===== src/rtl/rtc_pkg.sv =====
package rtc_pkg;
  typedef enum logic {ST_IDLE = 1'b0, ST_TRIAL = 1'b1} rtcStateT;

  typedef struct packed {
    logic reopen;   // set window to full range
    logic push;     // send converged value to smoother
    logic stepUp;   // upper bound := midpoint
    logic stepDn;   // lower bound := midpoint (or upper when adjacent)
  } rtcStrobeT;
endpackage


===== src/rtl/rtc_ctrl.sv =====
module rtc_ctrl
  import rtc_pkg::*;
(
  input  logic      clk,
  input  logic      rstN,
  input  logic      start,
  input  logic      cmpValid,
  input  logic      cmpAbove,
  input  logic      winInvalid,
  input  logic      winClosed,
  output rtcStrobeT strb,
  output logic      trialReq,
  output logic      done,
  output logic      complete
);
  rtcStateT stateQ;
  logic idleStart, trialEnd;

  assign idleStart = (stateQ == ST_IDLE) && start;
  assign trialEnd  = (stateQ == ST_TRIAL) && cmpValid;

  always_comb begin
    strb        = '0;
    strb.reopen = idleStart && winInvalid;
    strb.push   = idleStart && !winInvalid && winClosed;
    strb.stepUp = trialEnd && cmpAbove;
    strb.stepDn = trialEnd && !cmpAbove;
  end

  always_ff @(posedge clk or negedge rstN) begin
    if (!rstN) begin
      stateQ   <= ST_IDLE;
      done     <= 1'b0;
      complete <= 1'b0;
    end else begin
      done     <= (idleStart && (winInvalid || winClosed)) || trialEnd;
      complete <= idleStart && !winInvalid && winClosed;
      if (idleStart && !winInvalid && !winClosed) stateQ <= ST_TRIAL;
      else if (trialEnd)                          stateQ <= ST_IDLE;
    end
  end

  assign trialReq = (stateQ == ST_TRIAL);


  req_hold_chk: assert property (@(posedge clk) disable iff (!rstN)
    (trialReq && !cmpValid) |=> trialReq);


  start_busy_chk: assert property (@(posedge clk) disable iff (!rstN)
    (trialReq && start && !cmpValid) |=> (trialReq && !done));


  complete_done_chk: assert property (@(posedge clk) disable iff (!rstN)
    complete |-> done);


  no_req_with_done_chk: assert property (@(posedge clk) disable iff (!rstN)
    !(done && trialReq));
endmodule


===== src/rtl/rtc_window.sv =====
module rtc_window
  import rtc_pkg::*;
#(
  parameter int W = 16
) (
  input  logic         clk,
  input  logic         rstN,
  input  rtcStrobeT    strb,
  output logic         winInvalid,
  output logic         winClosed,
  output logic [W-1:0] midW,
  output logic [W-1:0] closedVal
);
  localparam logic [W-1:0] FULL = {W{1'b1}};
  localparam logic [W-1:0] ONE  = W'(1);

  logic [W-1:0] upQ, loQ;
  logic [W:0]   sumW;

  assign sumW       = {1'b0, upQ} + {1'b0, loQ};
  assign midW       = W'(sumW >> 1);
  assign winInvalid = upQ < loQ;
  assign winClosed  = upQ == loQ;
  assign closedVal  = upQ;

  always_ff @(posedge clk or negedge rstN) begin
    if (!rstN) begin
      upQ <= '0;
      loQ <= FULL;
    end else if (strb.reopen || strb.push) begin
      upQ <= FULL;
      loQ <= '0;
    end else if (strb.stepUp) begin
      upQ <= midW;
    end else if (strb.stepDn) begin
      if ((upQ - loQ) == ONE) loQ <= upQ;
      else                    loQ <= midW;
    end
  end


  step_consistent_chk: assert property (@(posedge clk) disable iff (!rstN)
    (strb.stepUp || strb.stepDn) |=> (upQ >= loQ));


  step_narrows_chk: assert property (@(posedge clk) disable iff (!rstN)
    (strb.stepUp || strb.stepDn) |=> ((upQ - loQ) < $past(upQ - loQ)));


  reopen_full_chk: assert property (@(posedge clk) disable iff (!rstN)
    strb.reopen |=> (upQ == FULL && loQ == '0));
endmodule


===== src/rtl/rtc_filter.sv =====
module rtc_filter #(
  parameter int W     = 16,
  parameter int SHIFT = 2
) (
  input  logic         clk,
  input  logic         rstN,
  input  logic         push,
  input  logic [W-1:0] sample,
  output logic [W-1:0] yOut,
  output logic         primed
);
  logic signed [W:0] diffS;
  logic        [W-1:0] stepW;

  assign diffS = $signed({1'b0, sample}) - $signed({1'b0, yOut});
  assign stepW = W'(diffS >>> SHIFT);

  always_ff @(posedge clk or negedge rstN) begin
    if (!rstN) begin
      yOut   <= '0;
      primed <= 1'b0;
    end else if (push) begin
      primed <= 1'b1;
      if (!primed) yOut <= sample;
      else         yOut <= yOut + stepW;
    end
  end


  primed_set_chk: assert property (@(posedge clk) disable iff (!rstN)
    push |=> primed);


  primed_sticky_chk: assert property (@(posedge clk) disable iff (!rstN)
    primed |=> primed);


  first_load_chk: assert property (@(posedge clk) disable iff (!rstN)
    (push && !primed) |=> (yOut == $past(sample)));
endmodule


===== src/rtl/ramp_tune_cal.sv =====
module ramp_tune_cal
  import rtc_pkg::*;
#(
  parameter int W          = 16,
  parameter int FILT_SHIFT = 2
) (
  input  logic         clk,
  input  logic         rstN,
  input  logic         start,
  output logic         trialReq,
  output logic [W-1:0] trialWidth,
  input  logic         cmpValid,
  input  logic         cmpAbove,
  output logic         done,
  output logic         complete,
  output logic [W-1:0] scaleOut,
  output logic         firstTuneDone
);
  rtcStrobeT    strb;
  logic         winInvalid, winClosed;
  logic [W-1:0] closedVal;

  rtc_ctrl u_ctrl (
    .clk(clk), .rstN(rstN), .start(start), .cmpValid(cmpValid),
    .cmpAbove(cmpAbove), .winInvalid(winInvalid), .winClosed(winClosed),
    .strb(strb), .trialReq(trialReq), .done(done), .complete(complete)
  );

  rtc_window #(.W(W)) u_window (
    .clk(clk), .rstN(rstN), .strb(strb), .winInvalid(winInvalid),
    .winClosed(winClosed), .midW(trialWidth), .closedVal(closedVal)
  );

  rtc_filter #(.W(W), .SHIFT(FILT_SHIFT)) u_filter (
    .clk(clk), .rstN(rstN), .push(strb.push), .sample(closedVal),
    .yOut(scaleOut), .primed(firstTuneDone)
  );
endmodule


===== config.mk =====
export PLATFORM = sky130hd
export DESIGN_NAME = ramp_tune_cal
export DESIGN_NICKNAME = d
export VERILOG_FILES = /design/src/rtl/rtc_pkg.sv /design/src/rtl/rtc_ctrl.sv /design/src/rtl/rtc_window.sv /design/src/rtl/rtc_filter.sv /design/src/rtl/ramp_tune_cal.sv
export SDC_FILE = /design/constraint.sdc
export NUM_CORES = 1
export LEC_CHECK = 0
export ABC_AREA = 1
export BUFFER_PORTS_ARGS = -buffer_cell sky130_fd_sc_hd__buf_2
export CORE_AREA = 2 2 132 108
export CTS_BUF_LIST = sky130_fd_sc_hd__clkbuf_16
export DETAILED_ROUTE_END_ITERATION = 10
export DIE_AREA = 0 0 134 110
export SLEW_MARGIN = 25
export SYNTH_ARGS = -nofsm -noshare
export SYNTH_HDL_FRONTEND = slang
export SYNTH_HIERARCHICAL = 1
export SYNTH_SLANG_ARGS = --single-unit
export TNS_END_PERCENT = 5

===== constraint.sdc =====
create_clock -name clk -period 4.4 [get_ports clk]
set_input_delay 0.44 -clock clk [delete_from_list [all_inputs] [get_ports clk]]
set_output_delay 0.44 -clock clk [all_outputs]
set_load 0.01 [all_outputs]

==> metrics.yaml, run 1 <==
synth.net_count: 971
cts_hold_buf: 0
maxCapViolations: 0
detail_route.wl_per_cell_microns: 14.4
clock.fmax_ghz: 0.296
critPathBufInv: 4
synth-async-reset-ratio_pct: 100
rsz0062_at_grt: "no"
post_cts_buffers: 0
drive_above_1_share_pct: 14.0
crit_top_cell: "inv_1"
ant_nets: 0
synth_cell_type_count: 57
drt-pass1-iter-count: 5
critPathMaxFanout: 10
crit_chain: "inv_1 -> ha_1 -> inv_1 -> o21ai_0 -> inv_1 -> a21oi_1 -> o21ai_0 -> xor2_1 -> buf_2"
ctsResizeCount: 0
n_fill_cell: 1418
cts_tree: "done"
yosys_warnings: 6
dieArea_sq_mm: 0.0147
area_delta_synth_final_pct: 9.25
wl_microns: 16100
grt_first_pass_wirelength_microns: 26800
synth_ff_type: "dfrtp_1"
ios: 41
clk_latency_ps: 300
drc: 0
cts_buffers: 5
dieHeight_microns: 110
worst_path_max_delay_cell: "dfstp_2"
cts.sinks: 52
rows: 38
slew_viol_final: 0
arrival_ps: 2940
hpwl_microns: 12700
path_class: "flop to output port"
crit_required_ps: 3960
fin_skew_ps: 5.50
hold_path.class: "input pin to async pin"
gp_congestion: 0.904
hold_viol: 0
worst_setup_path_start_kind: "flop"
die_x_microns: 134
crit_family: "compound AO/OA/AOI/OAI gates"
antenna_found_initial: 0
grt_pass1_vias: 5246
nets: 1007
worst_pin_slew_ps: 692
status: "completed"
wirelength_met1_microns: 8400
synth.avg_cell_area_sq_um: 6.59
synth_edf_count: 0
clockRootBuffer: "clkbuf_16"
overflow: 0
start_util_pct: 44.4
clock_path_buffers: 2
cp-end-kind: "output port"
htree_levels: 2
finalSetupViolations: 0
vias: 5695
wl_met3_microns: 748
finalCritPeriodShare_pct: 76.7
ys_seq_elements: 52
avgViaCountPerCell: 5.10
mappedNetlistArea_sq_mm: 0.00593
grtUsageTotal_pct: 22.7
cts.clk_slew.worst_paths_ps: 70
numPortBuffers: 40
setup_tns_ps: 0
drt-initial-drc-count: 344
yosys.area.top_type: "dfrtp_1"
fin_crit_ps: 3380
core_sq_mm: 0.0134
ys_seq_area_share_pct: 22.3
relSlewSlack_pct: 53.9
critPathMaxStageDelay_ps: 540
routed.top_layer: "met4"
synth_top_area_share_pct: 15.2
grt_max_degree: 53
synth_top_cells_by_area: "dfrtp_1, nand2_1, ha_1"
synthCells: 899
diodes: 0
wl_met2_microns: 6700
cell type report:
class                   count  area [sq um]  share of cell area, %
clock buffers               5           125                   1.93
multi-input cells         658          3850                   59.5
flip-flops and latches     52          1320                   20.4
clock inverters             3          46.3                  0.715
well taps                 180           225                   3.48
inverters                 169           637                   9.84
repair buffers             49           268                   4.14
registers in the layout (all words and copies together), names as in the netlist:
| register | count |
|---|---|
| u_window/closedVal | 16 |
| u_filter/yOut | 16 |
| u_ctrl/done | 1 |
| u_ctrl/complete | 1 |
| u_filter/primed | 1 |
| u_ctrl/trialReq | 1 |
| u_window/loQ | 16 |
per-layer routing:
| metal | GRT usage [%] | vias up |
|---|---|---|
| li1 | - | 2939 |
| met1 | 33.7 | 2606 |
| met2 | 34.9 | 132 |
| met3 | 3.06 | 18 |
| met4 | 5.62 | 0 |
| met5 | 0 | - |
final timing paths:
path,startpoint,end,slack [ps],cells past startpoint
min reg2reg,u_window/loQ[13],u_window/loQ[13],480,2
min,rstN,u_ctrl/trialReq,260,2
max,u_window/loQ[2],trialWidth[6],1020,9
max in group asynchronous,rstN,u_filter/yOut[14],3690,2
max reg2reg,u_window/loQ[5],u_window/closedVal[6],1090,18
min in group clk,cmpValid,u_ctrl/done,420,3
through the flow:
stage	hold slack (ps)	cells	cell area, sq um	setup WS, ps	utilization (%)
6_report	256	1116	6470	1020	48.5
5_1_grt	319	1116	6470	655	48.5
4_1_cts	305	1116	6470	981	48.5
3_5_place_dp	470	1108	6300	1120	47.2
3_3_place_gp	468	1108	6300	1190	47.2
2_1_floorplan	144	899	5930	1320	-
kinds of logic after synthesis:
group	after synthesis	synth area share [%]
simple gates	419	31.6
buf+inv	189	12.8
compound gates	144	14.7
fa+ha+maj	67	14.5
flops	52	22.3
xor+xnor	28	4.14
cells in the final DEF (no fill, tap or decap), types with 3 or more instances in the layout:
| cell | instances |
|---|---|
| a21o_1 | 3 |
| a21oi_2 | 7 |
| o21ai_0 | 34 |
| nand3_2 | 3 |
| inv_2 | 11 |
| o21ai_1 | 6 |
| dfstp_2 | 16 |
| a21oi_1 | 47 |
| nand4_1 | 5 |
| clkbuf_16 | 5 |
| nand2_1 | 221 |
| xnor2_1 | 7 |
| ha_1 | 64 |
| o211ai_1 | 3 |
| fa_1 | 3 |
| buf_4 | 9 |
| xor2_1 | 21 |
| o22ai_1 | 18 |
| nor2_1 | 68 |
| dfrtp_1 | 36 |
| nor3_2 | 4 |
| nand3_1 | 78 |
| nand2_2 | 16 |
| buf_2 | 40 |
| o21bai_1 | 11 |
| nor3_1 | 7 |
| inv_1 | 155 |
synthesized netlist by cell type, types with 7 or more instances:
cell / instances
nand2_1: 221
o21ai_0: 34
dfrtp_1: 36
o21bai_1: 11
o22ai_1: 18
inv_2: 11
nand3_1: 78
nor2_1: 68
buf_4: 8
inv_1: 155
xnor2_1: 7
a21oi_2: 7
nand2_2: 16
nor3_1: 8
dfstp_2: 16
xor2_1: 21
a21oi_1: 47
ha_1: 64
Power of run 1 is left out: the tool's default activity adds up to more than one toggle a clock period on the data nets, which glitch-free logic cannot reach.
==> run 2: changes to the inputs <==
--- a/config.mk
+++ b/config.mk
@@ -5,12 +5,12 @@
 export SDC_FILE = /design/constraint.sdc
 export NUM_CORES = 1
 export LEC_CHECK = 0
-export ABC_AREA = 1
+export ABC_AREA = 0
 export BUFFER_PORTS_ARGS = -buffer_cell sky130_fd_sc_hd__buf_2
-export CORE_AREA = 2 2 132 108
+export CORE_AREA = 2 2 128 105
 export CTS_BUF_LIST = sky130_fd_sc_hd__clkbuf_16
 export DETAILED_ROUTE_END_ITERATION = 10
-export DIE_AREA = 0 0 134 110
+export DIE_AREA = 0 0 130 107
 export SLEW_MARGIN = 25
 export SYNTH_ARGS = -nofsm -noshare
 export SYNTH_HDL_FRONTEND = slang
==> constraint.sdc (replaced) <==
create_clock -name clk -period 3 [get_ports clk]
set_input_delay 0.3 -clock clk [delete_from_list [all_inputs] [get_ports clk]]
set_output_delay 0.3 -clock clk [all_outputs]
set_load 0.01 [all_outputs]
==> metrics.yaml, run 2 <==
cts.sinks: 52  # unchanged
grt_first_pass_wirelength_microns: 29300  # was 26,800 microns
slew_viol_final: 0  # unchanged
p_leak_nw: 3.72
drc: 0  # unchanged
status: "complete, but fails checks"  # was completed
worst_setup_path_start_kind: "flop"  # unchanged
finalCritPeriodShare_pct: 134
grt_max_degree: 37  # was 53
nets: 987  # was 1,007
synth_top_cells_by_area: "dfrtp_1, ha_1, dfstp_2"  # was dfrtp_1, nand2_1, ha_1
worst_slack_ps: -1010  # was 1020 ps
final_cell_mix: "buf_4, inv_1, ha_1"  # was nand2_1, inv_1, nand3_1
die_x_microns: 130  # was 134 microns
crit_family: "simple AND/OR/NAND/NOR gates"  # was compound AO/OA/AOI/OAI gates
worst_pin_slew_ps: 644  # was 692 ps
crit_required_ps: 3180  # was 3960 ps
critPathMaxFanout: 2  # was 10
cts_buffers: 5  # unchanged
synth_cell_type_count: 87  # was 57
drt-pass1-iter-count: 5  # unchanged
yosys_warnings: 6  # unchanged
fin_skew_ps: 3.55  # was 5.50 ps
diodes: 0  # unchanged
ys_seq_elements: 52  # unchanged
fin_crit_ps: 4010
critPathMaxStageDelay_ps: 590  # was 540 ps
ant_nets: 0  # unchanged
grtUsageTotal_pct: 26.4  # was 22.7%
area_delta_synth_final_pct: 46.5  # was 9.25%
synth.avg_cell_area_sq_um: 8.24  # was 6.59 sq um
clock.fmax_ghz: 0.249
mappedNetlistArea_sq_mm: 0.00557  # was 0.00593 sq mm
antenna_found_initial: 0  # unchanged
synth-async-reset-ratio_pct: 100  # unchanged
vias: 6015  # was 5,695
numPortBuffers: 40  # unchanged
detail_route.wl_per_cell_microns: 16.5  # was 14.4 microns
cp-end-kind: "flop"  # was output port
avgViaCountPerCell: 5.51  # was 5.10
relSlewSlack_pct: 56.7  # was 53.9%
r2r_slack_ps: -1010  # was 1090 ps
overflow: 0  # unchanged
htree_levels: 2  # unchanged
synthCells: 676  # was 899
clock_path_buffers: 2  # unchanged
synth_top_area_share_pct: 16.2  # was 15.2%
final_common_cell: "buf_4"  # was nand2_1
grt_pass1_vias: 5969  # was 5,246
worst_path_max_delay_cell: "or4b_4"  # was dfstp_2
dieArea_sq_mm: 0.0139  # was 0.0147 sq mm
dieHeight_microns: 107  # was 110 microns
finalSetupViolations: 57  # was 0
synth_ff_type: "dfrtp_1"  # unchanged
yosys.area.top_type: "dfrtp_1"  # unchanged
clockRootBuffer: "clkbuf_16"  # unchanged
ir_drop_mv: 0.855
rows: 37  # was 38
crit_chain: "inv_2 -> ha_4 -> a21o_1 -> a31o_4 -> buf_4 -> and2_4 -> a311o_1 -> a21oi_2 -> xnor2_1 -> ha_1 -> nand3_1 -> nor4b_2 -> or4b_4 -> a41oi_4 -> o21ai_2 -> a21o_1 -> nand3_1 -> or3b_1"  # was inv_1 -> ha_1 -> inv_1 -> o21ai_0 -> inv_1 -> a21oi_1 -> o21ai_0 -> xor2_1 -> buf_2
path_class: "flop to flop"  # was flop to output port
yosysMostFrequentCell: "a21oi_1"  # was nand2_1
hpwl_microns: 14300  # was 12,700 microns
violations: "negative setup slack"
gp_congestion: 0.958  # was 0.904
start_util_pct: 44.1  # was 44.4%
cts_tree: "done"  # unchanged
cts.clk_slew.worst_paths_ps: 70  # about the same
synth.net_count: 748  # was 971
setup_tns_ps: -24830  # was 0 ps
ys_seq_area_share_pct: 23.7  # was 22.3%
p_per_area_mw_per_mm2: 1320
arrival_ps: 4190  # was 2940 ps
drive_above_1_share_pct: 39.6  # was 14.0%
rsz0062_at_grt: "yes"  # was no
clk_latency_ps: 300  # about the same
hold_path.class: "input pin to flop"  # was input pin to async pin
core_sq_mm: 0.0126  # was 0.0134 sq mm
maxCapViolations: 0  # unchanged
pre_cts_slack_ps: -1060  # was 1120 ps
ios: 41  # unchanged
critPathBufInv: 2  # was 4
synth_edf_count: 0  # unchanged
hold_viol: 0  # unchanged
drt-initial-drc-count: 404  # was 344
synthTopCellsByCount: "a21oi_1, ha_1, inv_1, nor2_1"  # was nand2_1, inv_1, nand3_1, nor2_1, ha_1
post-route-util_pct: 64.6  # was 48.5%
wl_microns: 18000  # was 16,100 microns
[run 2: cell types whose count changed after synthesis, sizes merged, moves of 13 or more]
cell / previous run / this run
inv: 167 / 64
nand3: 82 / 8
nor3: 11 / 30
nand2b: 0 / 14
o31ai: 1 / 16
xor2: 21 / 6
o21ai: 41 / 28
nand2: 238 / 36
o22ai: 19 / 3
nor2: 73 / 49
xnor2: 7 / 30
a21oi: 54 / 69
[run 2: worst paths after layout]
check | depth (start not counted) | startpoint | end
max | 18 | u_filter/yOut[2] | u_filter/yOut[15]
min | 2 | cmpValid | u_ctrl/trialReq
max reg2reg | 18 | u_filter/yOut[2] | u_filter/yOut[15]
min reg2reg | 2 | u_window/loQ[5] | u_window/loQ[5]
max in group asynchronous | 3 | rstN | u_filter/primed
min in group asynchronous | 2 | rstN | u_window/closedVal[0]
[run 2: layer usage]
metal  share of wire [%]  global-route usage [%]  vias to the layer above
met3                 4.8                    4.49                       18
met2                  48                    44.7                      149
met5                   0                       0                        -
met1                  46                    35.6                     2897
li1                    -                       -                     2951
met4                0.97                    4.99                        0
[run 2: timing repair]
action | in CTS | in global routing
setup endpoints to repair | 62 | 61
pin swaps | 29 | 21
hold buffers | 1 | 0
gates resized for setup | 33 | 33
endpoints found under the hold margin | 12 | 0
gates cloned | 0 | 0
setup buffers | 5 | 7
[run 2: cell families after synthesis]
group / count (synthesis) / synth area share (%)
AO/OA/AOI/OAI: 227 / 28.6
multiplexers: 14 / 2.56
XOR/XNOR: 36 / 5.66
AND/OR/NAND/NOR: 186 / 17.4
flip-flops: 52 / 23.7
adder cells (fa/ha/maj): 67 / 15.4
buffers and inverters: 94 / 6.60
[run 2: final cells by class]
| class | count | area [sq um] |
|---|---|---|
| Timing Repair Buffer | 262 | 1970 |
| Clock inverter | 2 | 16.3 |
| Inverter | 64 | 240 |
| Multi-Input combinational cell | 530 | 4250 |
| Clock buffer | 6 | 150 |
| Tap cell | 175 | 219 |
| Fill cell | 1094 | 4480 |
| Sequential cell | 52 | 1330 |
[run 2: worst register-to-register path, delay by kind of cell (launching register included)]
family                     cells  cell delay, ps
buffers and inverters          2             220
adders and majority gates      2             480
xor gates and xnor gates       1             150
AOI/OAI and AO/OA              7            1290
and+or+nand+nor                6            1350
DFF                            1             400
[run 2: report_power, final]
part	switching, mW	internal (mW)	leakage (nW)
Clock	0.283	0.364	0.0786
Sequential	0.111	0.922	0.561
Combinational	4.58	4.52	3.08
[run 2: through the flow]
step / instance area (sq um) / hold WS, ps / instances / power, mW
after floorplan: 5600 / 4.41 / 676 / 5.44
after global placement: 7530 / 241 / 1071 / 9.00
after detailed placement: 7530 / 247 / 1071 / 9.16
after CTS: 7900 / 204 / 1084 / 10.2
after global routing: 8160 / 220 / 1091 / 11.6
final: 8160 / 210 / 1091 / 10.8
Power figures use the tool's default switching activity.
==> run 3: changes to the inputs <==
--- a/config.mk
+++ b/config.mk
@@ -11,6 +11,7 @@
 export CTS_BUF_LIST = sky130_fd_sc_hd__clkbuf_16
 export DETAILED_ROUTE_END_ITERATION = 10
 export DIE_AREA = 0 0 130 107
+export REMOVE_ABC_BUFFERS = 1
 export SLEW_MARGIN = 25
 export SYNTH_ARGS = -nofsm -noshare
 export SYNTH_HDL_FRONTEND = slang
==> constraint.sdc (replaced) <==
create_clock -name clk -period 3 [get_ports clk]
set_input_delay 0.3 -clock clk [delete_from_list [all_inputs] [get_ports clk]]
set_output_delay 0.3 -clock clk [all_outputs]
set_load 0.02 [all_outputs]
==> metrics.yaml, run 3 (synthesis results as in run 2) <==
status: "complete, but fails checks"  # unchanged
violations: "negative setup slack"  # unchanged
dpl-instance-area_sq_mm: 0.00741  # was 0.00753 sq mm
stdcell_count: 1079  # was 1,091
reg2regPathDepth: 19  # was 18
fin_area_sq_mm: 0.00798  # was 0.00816 sq mm
grtUsageTotal_pct: 25.4  # was 26.4%
final_cell_mix: "buf_4, inv_1, ha_1"  # unchanged
p_per_area_mw_per_mm2: 1340  # was 1320 mW/mm^2
p_leak_nw: 3.66  # was 3.72 nW
setup_tns_ps: -21000  # was -24,830 ps
path_class: "flop to flop"  # unchanged
hpwl_microns: 13900  # was 14,300 microns
grt_pass1_vias: 5784  # was 5,969
clockRootBuffer: "clkbuf_16"  # unchanged
vias: 5944  # was 6,015
fin_skew_ps: 3.63  # was 3.55 ps
finalSetupViolations: 60  # was 57
dieHeight_microns: 107  # unchanged
cts_tree: "done"  # unchanged
ir_drop_mv: 1.07  # was 0.855 mV
worst_setup_path_start_kind: "flop"  # unchanged
die_x_microns: 130  # unchanged
rsz0062_at_grt: "yes"  # unchanged
ant_nets: 0  # unchanged
wirelength_met1_microns: 8230  # was 8330 microns
cts.sinks: 52  # unchanged
drive_above_1_share_pct: 38.5  # was 39.6%
clock.fmax_ghz: 0.250  # was 0.249 GHz
drt-initial-drc-count: 366  # was 404
detail_route.wl_per_cell_microns: 16.2  # was 16.5 microns
cts_buffers: 5  # unchanged
relSlewSlack_pct: 30.9  # was 56.7%
core_sq_mm: 0.0126  # unchanged
wl_met3_microns: 788  # was 865 microns
ios: 41  # unchanged
overflow: 0  # unchanged
wl_met2_microns: 8230  # was 8650 microns
maxCapViolations: 0  # unchanged
worst_pin_slew_ps: 1040  # was 644 ps
crit_required_ps: 3180  # about the same
wl_microns: 17500  # was 18,000 microns
cts.clk_slew.worst_paths_ps: 70  # about the same
fin_crit_ps: 4000  # was 4010 ps
power_mw: 10.7  # was 10.8 mW
slew_viol_final: 0  # unchanged
worst_slack_ps: -1000  # was -1010 ps
cp-end-kind: "flop"  # unchanged
whs_ps: 30.1  # was 210 ps
antenna_found_initial: 0  # unchanged
avgViaCountPerCell: 5.51  # about the same
grt_max_degree: 29  # was 37
drc: 0  # unchanged
n_fill_cell: 1083  # was 1,094
routed.top_layer: "met4"  # unchanged
post-route-util_pct: 63.1  # was 64.6%
diodes: 0  # unchanged
critPathMaxFanout: 4  # was 2
hold_path.class: "input pin to async pin"  # was input pin to flop
htree_levels: 2  # unchanged
finalCritPeriodShare_pct: 133  # was 134%
rows: 37  # unchanged
final_common_cell: "buf_4"  # unchanged
start_util_pct: 44.1  # unchanged
gp_congestion: 0.936  # was 0.958
area_delta_synth_final_pct: 43.2  # was 46.5%
cts_hold_buf: 0  # was 1
dieArea_sq_mm: 0.0139  # unchanged
arrival_ps: 4180  # was 4190 ps
clock_path_buffers: 2  # unchanged
clk_latency_ps: 290  # was 300 ps
nets: 975  # was 987
dp_cells: 1061  # was 1,071
pre_cts_slack_ps: -1320  # was -1060 ps
drt-pass1-iter-count: 5  # unchanged
hold_viol: 0  # unchanged
grt_first_pass_wirelength_microns: 28400  # was 29,300 microns
numPortBuffers: 40  # unchanged
run 3: changes by cell type in the layout (fill, tap and decap cells not counted), sizes merged:
cell / previous run / this run
buf: 261 / 250
inv: 65 / 64
clkinv: 0 / 3
dlygate4sd3: 1 / 0
clkbuf: 6 / 5
clkinvlp: 1 / 0
run 3: worst paths after layout:
kind,startpoint,endpoint,slack (ps)
max,u_window/closedVal[4],u_filter/yOut[15],-1000
min,rstN,u_window/closedVal[5],30
max reg2reg,u_window/closedVal[4],u_filter/yOut[15],-1000
min reg2reg,u_window/loQ[7],u_window/loQ[7],490
max in group asynchronous,rstN,u_window/loQ[14],2260
min in group clk,cmpValid,u_ctrl/trialReq,230
run 3: layout make-up:
| cell class | count | area, sq um | area share [%] |
|---|---|---|---|
| Clock inverter | 3 | 13.8 | 0.172 |
| Clock buffer | 5 | 125 | 1.57 |
| Multi-Input combinational cell | 530 | 4220 | 52.9 |
| Timing Repair Buffer | 250 | 1840 | 23.1 |
| Sequential cell | 52 | 1320 | 16.6 |
| Tap cell | 175 | 219 | 2.74 |
| Inverter | 64 | 240 | 3.01 |
run 3: metal layers:
layer,vias up,global-route usage [%]
li1,2922,-
met1,2837,36.0
met2,162,41.3
met3,23,3.39
met4,0,5.53
met5,-,0
run 3: what timing repair did:
item | CTS | global route
setup buffers | 6 | 7
setup endpoints to repair | 61 | 61
pin swaps | 29 | 17
hold endpoints to repair | 0 | 0
resized for setup | 34 | 41
run 3: worst max-delay path: stages, from the launching register on:
cell	delay [ps]
dfrtp_1	400
ha_1	340
a21oi_2	170
o21ai_0	90
a41o_1	220
a21oi_2	140
buf_6	130
o21ba_4	140
o21bai_4	60
a21oi_2	130
xnor2_1	120
ha_2	200
a21oi_2	120
or2b_1	240
or4b_4	520
a41oi_4	200
o21ai_2	80
a21o_1	170
nand3_1	70
or3b_1	330
run 3: power by group:
group	switching [mW]	internal, mW	leakage, nW	total (mW)
Clock	0.260	0.304	0.0710	0.564
Sequential	0.123	0.923	0.565	1.05
Combinational	4.78	4.32	3.02	9.10
